[src/rtl/rstgen_pkg.sv]
package rstgen_pkg;

    // Bit positions of the sources inside the synchronized source vector
    typedef enum int unsigned {
        SRC_SUPPLY = 0,
        SRC_SENSE  = 1,
        SRC_MAN    = 2,
        SRC_PFAIL  = 3
    } src_e;

    localparam int unsigned NUM_SRC = 4;

    // Width of a counter that must hold values 0..limit
    function automatic int unsigned cnt_width(input int unsigned limit);
        return (limit < 2) ? 1 : $clog2(limit + 1);
    endfunction

endpackage

[src/rtl/rstgen_sync.sv]
module rstgen_sync #(
    parameter int unsigned W       = 4,
    parameter int unsigned STAGES  = 2,
    parameter logic [W-1:0] RST_VAL = '0
) (
    input  logic         clk,
    input  logic         por_n,
    input  logic [W-1:0] d_i,
    output logic [W-1:0] q_o
);

    typedef struct packed {
        logic [STAGES-1:0][W-1:0] st;
    } sync_t;

    sync_t sync_d, sync_q;

    always_comb begin
        sync_d       = sync_q;
        sync_d.st[0] = d_i;
        for (int i = 1; i < STAGES; i++) begin
            sync_d.st[i] = sync_q.st[i-1];
        end
    end

    always_ff @(posedge clk or negedge por_n) begin
        if (!por_n) begin
            sync_q <= {STAGES{RST_VAL}};
        end else begin
            sync_q <= sync_d;
        end
    end

    assign q_o = sync_q.st[STAGES-1];

    initial begin
        stages_min_chk: assert (STAGES >= 2);
    end

endmodule

[src/rtl/rstgen_hold.sv]
module rstgen_hold #(
    parameter int unsigned LIMIT = 32,
    parameter int unsigned CW    = rstgen_pkg::cnt_width(LIMIT)
) (
    input  logic clk,
    input  logic por_n,
    input  logic good_i,
    output logic rst_n_o
);

    localparam logic [CW-1:0] LAST_CNT = CW'(LIMIT - 1);
    localparam logic [CW-1:0] MAX_CNT  = CW'(LIMIT);

    typedef struct packed {
        logic [CW-1:0] cnt;
        logic          rst_n;
    } hold_t;

    hold_t hold_d, hold_q;

    always_comb begin
        hold_d = hold_q;
        if (!good_i) begin
            hold_d.cnt   = '0;
            hold_d.rst_n = 1'b0;
        end else if (!hold_q.rst_n) begin
            hold_d.cnt = hold_q.cnt + 1'b1;
            if (hold_q.cnt == LAST_CNT) begin
                hold_d.rst_n = 1'b1;
            end
        end
    end

    always_ff @(posedge clk or negedge por_n) begin
        if (!por_n) begin
            hold_q <= '0;
        end else begin
            hold_q <= hold_d;
        end
    end

    assign rst_n_o = hold_q.rst_n;


    assert_fast_chk: assert property (@(posedge clk) disable iff (!por_n)
        !good_i |=> !hold_q.rst_n);


    restart_chk: assert property (@(posedge clk) disable iff (!por_n)
        !good_i |=> (hold_q.cnt == '0));


    release_delay_chk: assert property (@(posedge clk) disable iff (!por_n)
        $rose(hold_q.rst_n) |-> ($past(hold_q.cnt) == LAST_CNT));


    no_overflow_chk: assert property (@(posedge clk) disable iff (!por_n)
        hold_q.cnt <= MAX_CNT);

endmodule

[src/rtl/rstgen_top.sv]
module rstgen_top
    import rstgen_pkg::*;
#(
    parameter int unsigned DELAY_CYCLES = 32_500_000,
    parameter bit          DUAL_OUT     = 1'b0,
    parameter int unsigned SYNC_STAGES  = 2
) (
    input  logic clk,
    input  logic por_n,
    input  logic supply_ok_i,
    input  logic sense_ok_i,
    input  logic man_req_n_i,
    input  logic pfail_ok_i,
    output logic rst_n_o,
    output logic rst2_n_o,
    output logic pfail_n_o
);

    logic [NUM_SRC-1:0] src_raw;
    logic [NUM_SRC-1:0] src_s;

    always_comb begin
        src_raw             = '0;
        src_raw[SRC_SUPPLY] = supply_ok_i;
        src_raw[SRC_SENSE]  = sense_ok_i;
        src_raw[SRC_MAN]    = man_req_n_i;
        src_raw[SRC_PFAIL]  = pfail_ok_i;
    end

    // Reset value 0: every source reads as bad until real samples arrive
    rstgen_sync #(
        .W       (NUM_SRC),
        .STAGES  (SYNC_STAGES),
        .RST_VAL ('0)
    ) u_sync (
        .clk   (clk),
        .por_n (por_n),
        .d_i   (src_raw),
        .q_o   (src_s)
    );

    generate
        if (DUAL_OUT) begin : g_dual
            logic good_sup, good_sen;
            assign good_sup = src_s[SRC_SUPPLY] & src_s[SRC_MAN];
            assign good_sen = src_s[SRC_SENSE]  & src_s[SRC_MAN];

            rstgen_hold #(.LIMIT(DELAY_CYCLES)) u_hold_sup (
                .clk     (clk),
                .por_n   (por_n),
                .good_i  (good_sup),
                .rst_n_o (rst_n_o)
            );

            rstgen_hold #(.LIMIT(DELAY_CYCLES)) u_hold_sen (
                .clk     (clk),
                .por_n   (por_n),
                .good_i  (good_sen),
                .rst_n_o (rst2_n_o)
            );


            sup_only_chk: assert property (@(posedge clk) disable iff (!por_n)
                rst_n_o |-> $past(src_s[SRC_SUPPLY] & src_s[SRC_MAN]));


            sen_only_chk: assert property (@(posedge clk) disable iff (!por_n)
                rst2_n_o |-> $past(src_s[SRC_SENSE] & src_s[SRC_MAN]));
        end else begin : g_single
            logic good_all;
            assign good_all = src_s[SRC_SUPPLY] & src_s[SRC_SENSE] & src_s[SRC_MAN];

            rstgen_hold #(.LIMIT(DELAY_CYCLES)) u_hold_all (
                .clk     (clk),
                .por_n   (por_n),
                .good_i  (good_all),
                .rst_n_o (rst_n_o)
            );

            assign rst2_n_o = rst_n_o;


            all_good_chk: assert property (@(posedge clk) disable iff (!por_n)
                rst_n_o |-> $past(src_s[SRC_SUPPLY] & src_s[SRC_SENSE] & src_s[SRC_MAN]));
        end
    endgenerate

    assign pfail_n_o = src_s[SRC_PFAIL];


    pfail_follow_chk: assert property (@(posedge clk) disable iff (!por_n)
        $rose(pfail_n_o) |-> $past(src_raw[SRC_PFAIL], 2));

endmodule

[config.mk]
export PLATFORM = sky130hd
export DESIGN_NAME = rstgen_top
export DESIGN_NICKNAME = d
export VERILOG_FILES = /design/src/rtl/rstgen_pkg.sv /design/src/rtl/rstgen_sync.sv /design/src/rtl/rstgen_hold.sv /design/src/rtl/rstgen_top.sv
export SDC_FILE = /design/constraint.sdc
export NUM_CORES = 1
export LEC_CHECK = 0
export ABC_AREA = 1
export CAP_MARGIN = 20
export CORE_MARGIN = 2
export CORE_UTILIZATION = 23
export CTS_BUF_LIST = sky130_fd_sc_hd__clkbuf_2 sky130_fd_sc_hd__clkbuf_4 sky130_fd_sc_hd__clkbuf_8
export DETAILED_ROUTE_END_ITERATION = 10
export PLACE_DENSITY = 0.46
export SETUP_SLACK_MARGIN = 0.2
export SLEW_MARGIN = 15
export SYNTH_ARGS = -nofsm -noshare
export SYNTH_HDL_FRONTEND = slang
export SYNTH_SLANG_ARGS = --single-unit
[constraint.sdc]
create_clock -name clk -period 1.21 [get_ports clk]
set_clock_uncertainty 0.05 [all_clocks]
set_input_delay 0.242 -clock clk [delete_from_list [all_inputs] [get_ports clk]]
set_output_delay 0.242 -clock clk [all_outputs]
set_load 0.05 [all_outputs]
# After elaboration in Yosys (flattened, before gate mapping)
# Cells that the tools add are included.
[word_totals]
regBits = 34
inputBits = 6
out_inout_bits = 3
wordCells = 12
[op_classes]
n_addsub = 1
n_eq_ne = 2
n_mux = 3
bitwise = 2
[op_table]
columns = ["op", "n"]
rows = [
  ["26-bit two-way mux", 2],
  ["25-bit by 1-bit adder with 25-bit output (second input constant)", 1],
  ["25-bit == test (second input constant)", 1],
  ["1-bit bitwise AND", 2],
  ["2-bit != test (second input constant)", 1],
  ["1-bit two-way mux", 1],
]

# Depth between registers and ports, before layout
# Gate-level depths: netlist of run 1.
[depth]
depth_word = 4
depth_mapped = 9
ltp_nobuf = 9

# Modules after synthesis
# From an unflattened synthesis of run 1, not the netlist that was laid out.
[unflattened]
cells_unflattened = 235
area_unflattened_um2 = 1784.2
[modules_own_cells]
columns = ["module", "instances", "cells_per_inst", "area_each_um2"]
rows = [
  ["rstgen_hold", 1, 223, 1562.7],
  ["rstgen_sync", 1, 8, 200.2],
  ["rstgen_top", 1, 4, 21.3],
]

# Least setup slack after synthesis of run 1
# No wires, ideal clock.
[synth_timing]
kind = "reg-to-reg"
start = "reg g_single.u_hold_all.hold_q, in the netlist g_single.u_hold_all.rst_n_o"
end = "reg g_single.u_hold_all.hold_q[22] in the netlist's numbering"
setup_ns = 0.119
arrival_time_ns = 1.413
path_slack_ns = -0.372
stages_incl_launch_ff = 9
path_buffers = 0
cell_sequence = "dfrtp_1 -> inv_2 -> nand2_1 -> nor2_2 -> nand2_1 -> nor2_4 -> nand3_1 -> nand2_1 -> nor2_1"
[synth_via]
elab_chain_cells = 1
[synth_rtl]
columns = ["item", "line_no", "rtl"]
rows = [
  ["start: declaration", "rstgen_hold.sv:19", "hold_t hold_d, hold_q;"],
  ["start signal: assignment", "rstgen_hold.sv:38", "hold_q <= hold_d;"],
  ["2-bit != test (no line)", "-", ""],
]
# Every way passes these cells.
# A chain may end at the register's enable or synchronous reset.

# Worst setup path after layout of run 1
[layout_timing]
start = "reg g_single.u_hold_all.hold_q[2] in the netlist's numbering"
end = "reg g_single.u_hold_all.hold_q[15] in the netlist's numbering"
[layout_via]
elab_chain_cells = 3
[layout_rtl]
columns = ["item", "line_no", "rtl"]
rows = [
  ["25-bit by 1-bit adder with 25-bit output", "rstgen_hold.sv:27", "hold_d.cnt = hold_q.cnt + 1'b1;"],
  ["26-bit two-way mux", "rstgen_hold.sv:26", "end else if (!hold_q.rst_n) begin"],
  ["26-bit two-way mux", "rstgen_hold.sv:23", "if (!good_i) begin"],
]
# Every way passes these cells. The select of a mux whose other input is x is not followed.

==> results of run 1 <==
[registers in the layout, summed over array words and instances, names as in the netlist]
signal,cells
g_single.u_hold_all.hold_q,25
g_single.u_hold_all.rst_n_o,1
u_sync.q_o,4
u_sync.sync_d,4
[cell families (layout without fill, tap and decap cells)]
| group | count (synthesis) | in the layout |
|---|---|---|
| and+or+nand+nor | 155 | 155 |
| DFF | 34 | 34 |
| buffers and inverters | 29 | 92 |
| AOI/OAI and AO/OA | 21 | 21 |
| adders and majority gates | 1 | 1 |
[power breakdown]
group | leakage (nW) | internal, mW | switching (mW)
logic | 0.651 | 0.0495 | 0.0599
clock network | 0.0683 | 0.826 | 0.463
registers | 0.453 | 1.15 | 0.00719
total | 1.17 | 2.03 | 0.530
[worst paths after layout]
kind | to | slack, ps | cells after the start
min in group asynchronous | g_single.u_hold_all.hold_q[12] | 390 | 3
worst max register to register | g_single.u_hold_all.hold_q[15] | -200 | 9
worst min register to register | u_sync.q_o[0] | 300 | 0
worst min-delay path | u_sync.q_o[0] | 300 | 0
worst max-delay path | g_single.u_hold_all.hold_q[15] | -200 | 9
max in group asynchronous | g_single.u_hold_all.hold_q[14] | 530 | 3
[final cells by class]
| class | count | area share |
|---|---|---|
| Clock buffer | 5 | 0.02488 |
| Clock inverter | 3 | 0.02488 |
| Inverter | 26 | 0.03618 |
| Multi-Input combinational cell | 177 | 0.3636 |
| Sequential cell | 34 | 0.3085 |
| Tap cell | 99 | 0.04478 |
| Timing Repair Buffer | 58 | 0.1972 |
[layer usage]
metal | wire length, um | global-route usage
met1 | 2268 | 0.1514
met2 | 2358 | 0.1981
met3 | 127 | 0.02573
met4 | 78 | 0.03409
met5 | 0 | 0
[synth_stat cells (all sizes together)]
library cell and n:
buf 3, nor3b 1, nor2 59, nand3 14, dfrtp 34, o21ai 9
nand2 69, a21oi 11, ha 1, nand4 6, and3 1, o221a 1
nor3 5, inv 26
[timing repair]
| item | CTS | global route |
|---|---|---|
| buffers inserted | 4 | 9 |
| hold buffers | 1 | 0 |
| gates cloned | 0 | 0 |
| setup endpoints to repair | 29 | 29 |
| pin swaps | 17 | 25 |
| endpoints found under the hold margin | 34 | 0 |
| gates resized for setup | 29 | 49 |
[per-stage QoR]
stage / std cells / power (mW) / area [um^2] / utilization / hold slack, ps
5_1_grt: 402 / 2.628 / 2766 / 0.3794 / 309.2
2_1_floorplan: 240 / 1.207 / 1765 / - / -103.6
3_5_place_dp: 380 / 1.274 / 2255 / 0.3092 / 172.1
3_3_place_gp: 380 / 1.275 / 2255 / 0.3092 / 177.2
6_report: 402 / 2.556 / 2766 / 0.3794 / 300.1
4_1_cts: 393 / 2.584 / 2512 / 0.3445 / 304.7
==> impl_metrics.toml, run 1 <==
[global_route]
grt_overflow = 0
grt_pass1_vias = 1691
globalRouteTotalUtil = 0.1177
grt_max_degree = 35
antenna_found_initial = 0
grt_pass1_wl_um = 7879

[routing]
wire_per_inst_um = 12.02
post-route-drc-count = 0
via_per_inst = 4.313
via_count = 1734
routed_wl_um = 4833
drt_iter0_drc = 56
ant_nets = 0
drtPass1Iterations = 4

[final_layout]
fillers = 782
drive_above_1_share = 0.3993
final_common_cell = "nand2_1"
multi_input_area_um2 = 1006
diodes = 0
syn2layout_area_growth_pct = 58.38
regArea_um2 = 853.3
nets = 309
layout_common_cells = "48 x nand2_1, 41 x nor2_1, 37 x buf_4, 32 x dfrtp_1, 23 x inv_1"

[die]
die_height_um = 91.15
ioPinCount = 9
core_um2 = 7292
die_area_um2 = 8307
die_w_um = 91.15
start_util = 0.2395
num_rows = 31

[pwr]
ir_worst_vdd_mv = 0.5605
power_density_nw_per_um2 = 923.9
p_leak_nw = 1.172

[synthesis]
synthCells = 240
yosysWarnings = 0
synth_area_per_cell_um2 = 7.278
syn_nets = 247
synth_seq_area_share = 0.4871
synth_area_leaders = "dfrtp_1 49%, nand2_1 15%, nor2_1 11%"
synth-simple-area-share = 0.3732
ys_ff_latch = 34
synth_compound_area_frac = 0.06375
synth_top_family_by_area = "simple AND/OR/NAND/NOR gates"
synthMuxAreaShare = 0
synth_top_area_cell = "dfrtp_1"
synth-adder-area-share = 0.007163
synth_xor_area_frac = 0
synth_cell_types = 18
yosysTopAreaCellShare = 0.4871
synthesis.area_um2 = 1747

[setup_path]
path_class = "flop to flop"
worstReg2RegStart = "g_single.u_hold_all.hold_q[2]"
required_ps = 1390
crit_family = "simple AND/OR/NAND/NOR gates"
cpPeakStageDelay_ps = 420
cp_slowest_cell = "dfrtp_1"
critical_path.startpoint_type = "flop"
crit_path_cell_trace = "ha_4 -> buf_6 -> nand3_2 -> nor2_2 -> nand3_2 -> buf_6 -> nand2_2 -> nand2_1 -> nor2_1"
cp_num_buf_inv = 2
crit_path_end_kind = "flop"
crit_path_start = "g_single.u_hold_all.hold_q[2]"
critPathArrivalTime_ps = 1600
path_max_fanout = 3

[run_status]
violations = "negative setup slack"
run_status = "finished, violations left"

[timing]
finalHoldViolCount = 0
setup_viol = 26
min_period_over_period = 1.168
grt_setup_unrepaired = "true"
worstMarginPinSlew_ps = 233.3
fmax_mhz = 707.4
slew_viol_final = 0
slew_headroom = 0.8432
fin_crit_ps = 1414
final.setup.tns_ps = -3688
setup_ws_ps = -203.5

[clocking]
clk_pin_slew_ps = 80
clockBufferDepth = 2
ctsHtreeMaxLevel = 2
clkLatencyLatePin_ps = 290
cts_tree = "yes"
root_buffer = "clkbuf_8"
clock_sinks = 34
cts_buffers = 5

[job]
maxCapViolations = 0

[worst_hold_path]
holdCritStartpoint = "u_sync.sync_d[4]"
min_path_type = "flop to flop"

[placed_design]
routabilityCongestion = 0.7855
dpl.hpwl_um = 3338
detailedPlace.worstSlack_ps = -272.8
io_buffers = 8
(Power assumes the default switching activity.)
==> run 2: changes to the inputs <==
--- a/config.mk
+++ b/config.mk
@@ -13,6 +13,7 @@
 export DETAILED_ROUTE_END_ITERATION = 10
 export PLACE_DENSITY = 0.46
 export SETUP_SLACK_MARGIN = 0.2
+export SKIP_CTS_REPAIR_TIMING = 1
 export SLEW_MARGIN = 15
 export SYNTH_ARGS = -nofsm -noshare
 export SYNTH_HDL_FRONTEND = slang
==> run 2 against run 1 <==
Compared with the run above: the run still ends with negative setup slack left; sequential power is essentially flat; non-clock buffer count fell by 5; hold slack improved by 0.57 ps; first-iteration DRC count down 7.1%; via count decreased by 1.6%; final area fell by 1.2%; core utilization is 0.46 points lower; sequential cell count stayed put; combinational power up 4%; register-to-register slack worse by 20 ps; clock-buffer cell count stayed put; setup slack worse by 18 ps.
==> impl_metrics.toml, run 2 (synthesis results as in run 1) <==
[pwr]
sw_frac_of_total = 0.2063
p_leak_nw = 1.153
p_int_mw = 2.028
pwr-share-seq = 0.453
clkPwrFrac = 0.502
ir_worst_vdd_mv = 0.5792
switchingPower_uw = 527.1
power_density_nw_per_um2 = 935.1
combPwrFrac = 0.044
power.total_mw = 2.555

[timing]
whs_ps = 300.7
finalHoldViolCount = 0
grt_setup_unrepaired = "true"
worstMarginPinSlew_ps = 234.6
slew_headroom = 0.8419
slew_viol_final = 0
fmax_mhz = 698.7
setup_viol = 26
fin_crit_ps = 1431
min_period_over_period = 1.183
setup_ws_ps = -221.2

[routing]
drt_iter0_drc = 52
drtPass1Iterations = 4
wire_per_inst_um = 12.00
routed_wl_um = 4765
post-route-drc-count = 0
ant_nets = 0
via_count = 1706
via_per_inst = 4.297

[setup_path]
r2r_setup_slack_ps = -220
r2r-end = "g_single.u_hold_all.hold_q[17]"
cpPeakStageDelay_ps = 440
cp_slowest_cell = "dfrtp_1"
reg2reg_depth = 7
crit_family = "simple AND/OR/NAND/NOR gates"
required_ps = 1390
critPathArrivalTime_ps = 1610
path_max_fanout = 3
path_class = "flop to flop"
cp_num_buf_inv = 1
critical_path.startpoint_type = "flop"
crit_path_end_kind = "flop"
crit_path_cell_trace = "nand2_1 -> nor2_4 -> buf_6 -> nand3_2 -> nor2_2 -> o21ai_1 -> nor2_1"
worstReg2RegStart = "g_single.u_hold_all.hold_q[3]"

[final_layout]
drive_above_1_share = 0.3993
nets = 304
syn2layout_area_growth_pct = 56.45
diodes = 0
layout_common_cells = "48 x nand2_1, 41 x nor2_1, 35 x buf_4, 31 x dfrtp_1, 24 x inv_1"
fillers = 780
fin_area_um2 = 2733
final_common_cell = "nand2_1"
largest_reg_flops = 25
top_register = "g_single.u_hold_all.hold_q"

[die]
num_rows = 31
die_height_um = 91.15
start_util = 0.2395
core_um2 = 7292
die_area_um2 = 8307
die_w_um = 91.15
ioPinCount = 9

[global_route]
grt_overflow = 0
grt_most_used_layer = "met2"
grt_pass1_vias = 1700
grt_max_degree = 35
grt_pass1_wl_um = 7921
met1_usage = 0.1519
globalRouteTotalUtil = 0.1184
met2_usage = 0.2025
use_met3 = 0.02490
antenna_found_initial = 0

[run_status]
violations = "negative setup slack"
run_status = "finished, violations left"

[clocking]
clock_sinks = 34
cts_buffers = 5
cts_tree = "yes"
clk_pin_slew_ps = 80
clockBufferDepth = 2
clkLatencyLatePin_ps = 290
root_buffer = "clkbuf_8"
ctsHtreeMaxLevel = 2

[placed_design]
place_area_um2 = 2255
dpl.hpwl_um = 3338
io_buffers = 8
routabilityCongestion = 0.7855
detailedPlace.worstSlack_ps = -272.8

[worst_hold_path]
min_path_type = "flop to flop"
hold_end = "u_sync.q_o[0]"
holdCritStartpoint = "u_sync.sync_d[4]"
hold_path_depth = 0

[job]
maxCapViolations = 0
==> run 2: worst reg2reg max path, delay by kind of cell, from the launching register on <==
kind	cells	cell delay (ps)
AO/OA/AOI/OAI	1	70
buffers and inverters	1	120
flip-flops	1	440
AND/OR/NAND/NOR	5	690
==> run 2: power groups by stage <==
stage	sequential [mW]	clock (mW)	combinational (mW)
2_1_floorplan	1.18	0	0.0234
3_3_place_gp	1.18	0	0.0955
3_5_place_dp	1.18	0	0.0956
4_1_cts	1.16	1.33	0.0961
5_1_grt	1.16	1.35	0.125
6_report	1.16	1.28	0.113
==> run 2: final cells by class <==
type | count | area [um^2] | area share
Clock inverter | 3 | 68.82 | 0.02518
Inverter | 26 | 100.1 | 0.03663
Sequential cell | 34 | 854.6 | 0.3127
Clock buffer | 5 | 68.82 | 0.02518
Tap cell | 99 | 123.9 | 0.04533
Multi-Input combinational cell | 177 | 1025 | 0.3750
Timing Repair Buffer | 53 | 491.7 | 0.1799
==> run 2: worst max-delay path by stage <==
| stage | to | slack [ps] | cells after the start | start |
|---|---|---|---|---|
| 2_1_floorplan | g_single.u_hold_all.hold_q[22] | -190 | 8 | g_single.u_hold_all.rst_n_o |
| 3_3_place_gp | g_single.u_hold_all.hold_q[25] | -260 | 8 | g_single.u_hold_all.hold_q[1] |
| 3_5_place_dp | g_single.u_hold_all.hold_q[25] | -270 | 8 | g_single.u_hold_all.hold_q[1] |
| 4_1_cts | g_single.u_hold_all.hold_q[25] | -300 | 8 | g_single.u_hold_all.hold_q[1] |
| 5_1_grt | g_single.u_hold_all.hold_q[17] | -320 | 7 | g_single.u_hold_all.hold_q[3] |
| 6_report | g_single.u_hold_all.hold_q[17] | -220 | 7 | g_single.u_hold_all.hold_q[3] |
==> run 2: per-layer routing <==
metal | vias to the layer above | share of wire
li1 | 870 | -
met1 | 805 | 0.46
met2 | 23 | 0.50
met3 | 8 | 0.026
met4 | 0 | 0.013
met5 | - | 0
==> run 2: stage by stage <==
step / TNS (ps) / std cells / util
after floorplan: -1888 / 240 / -
after global placement: -4018 / 380 / 0.3092
after detailed placement: -4254 / 380 / 0.3092
after CTS: -5099 / 388 / 0.3281
after global routing: -6184 / 397 / 0.3747
final: -3872 / 397 / 0.3747
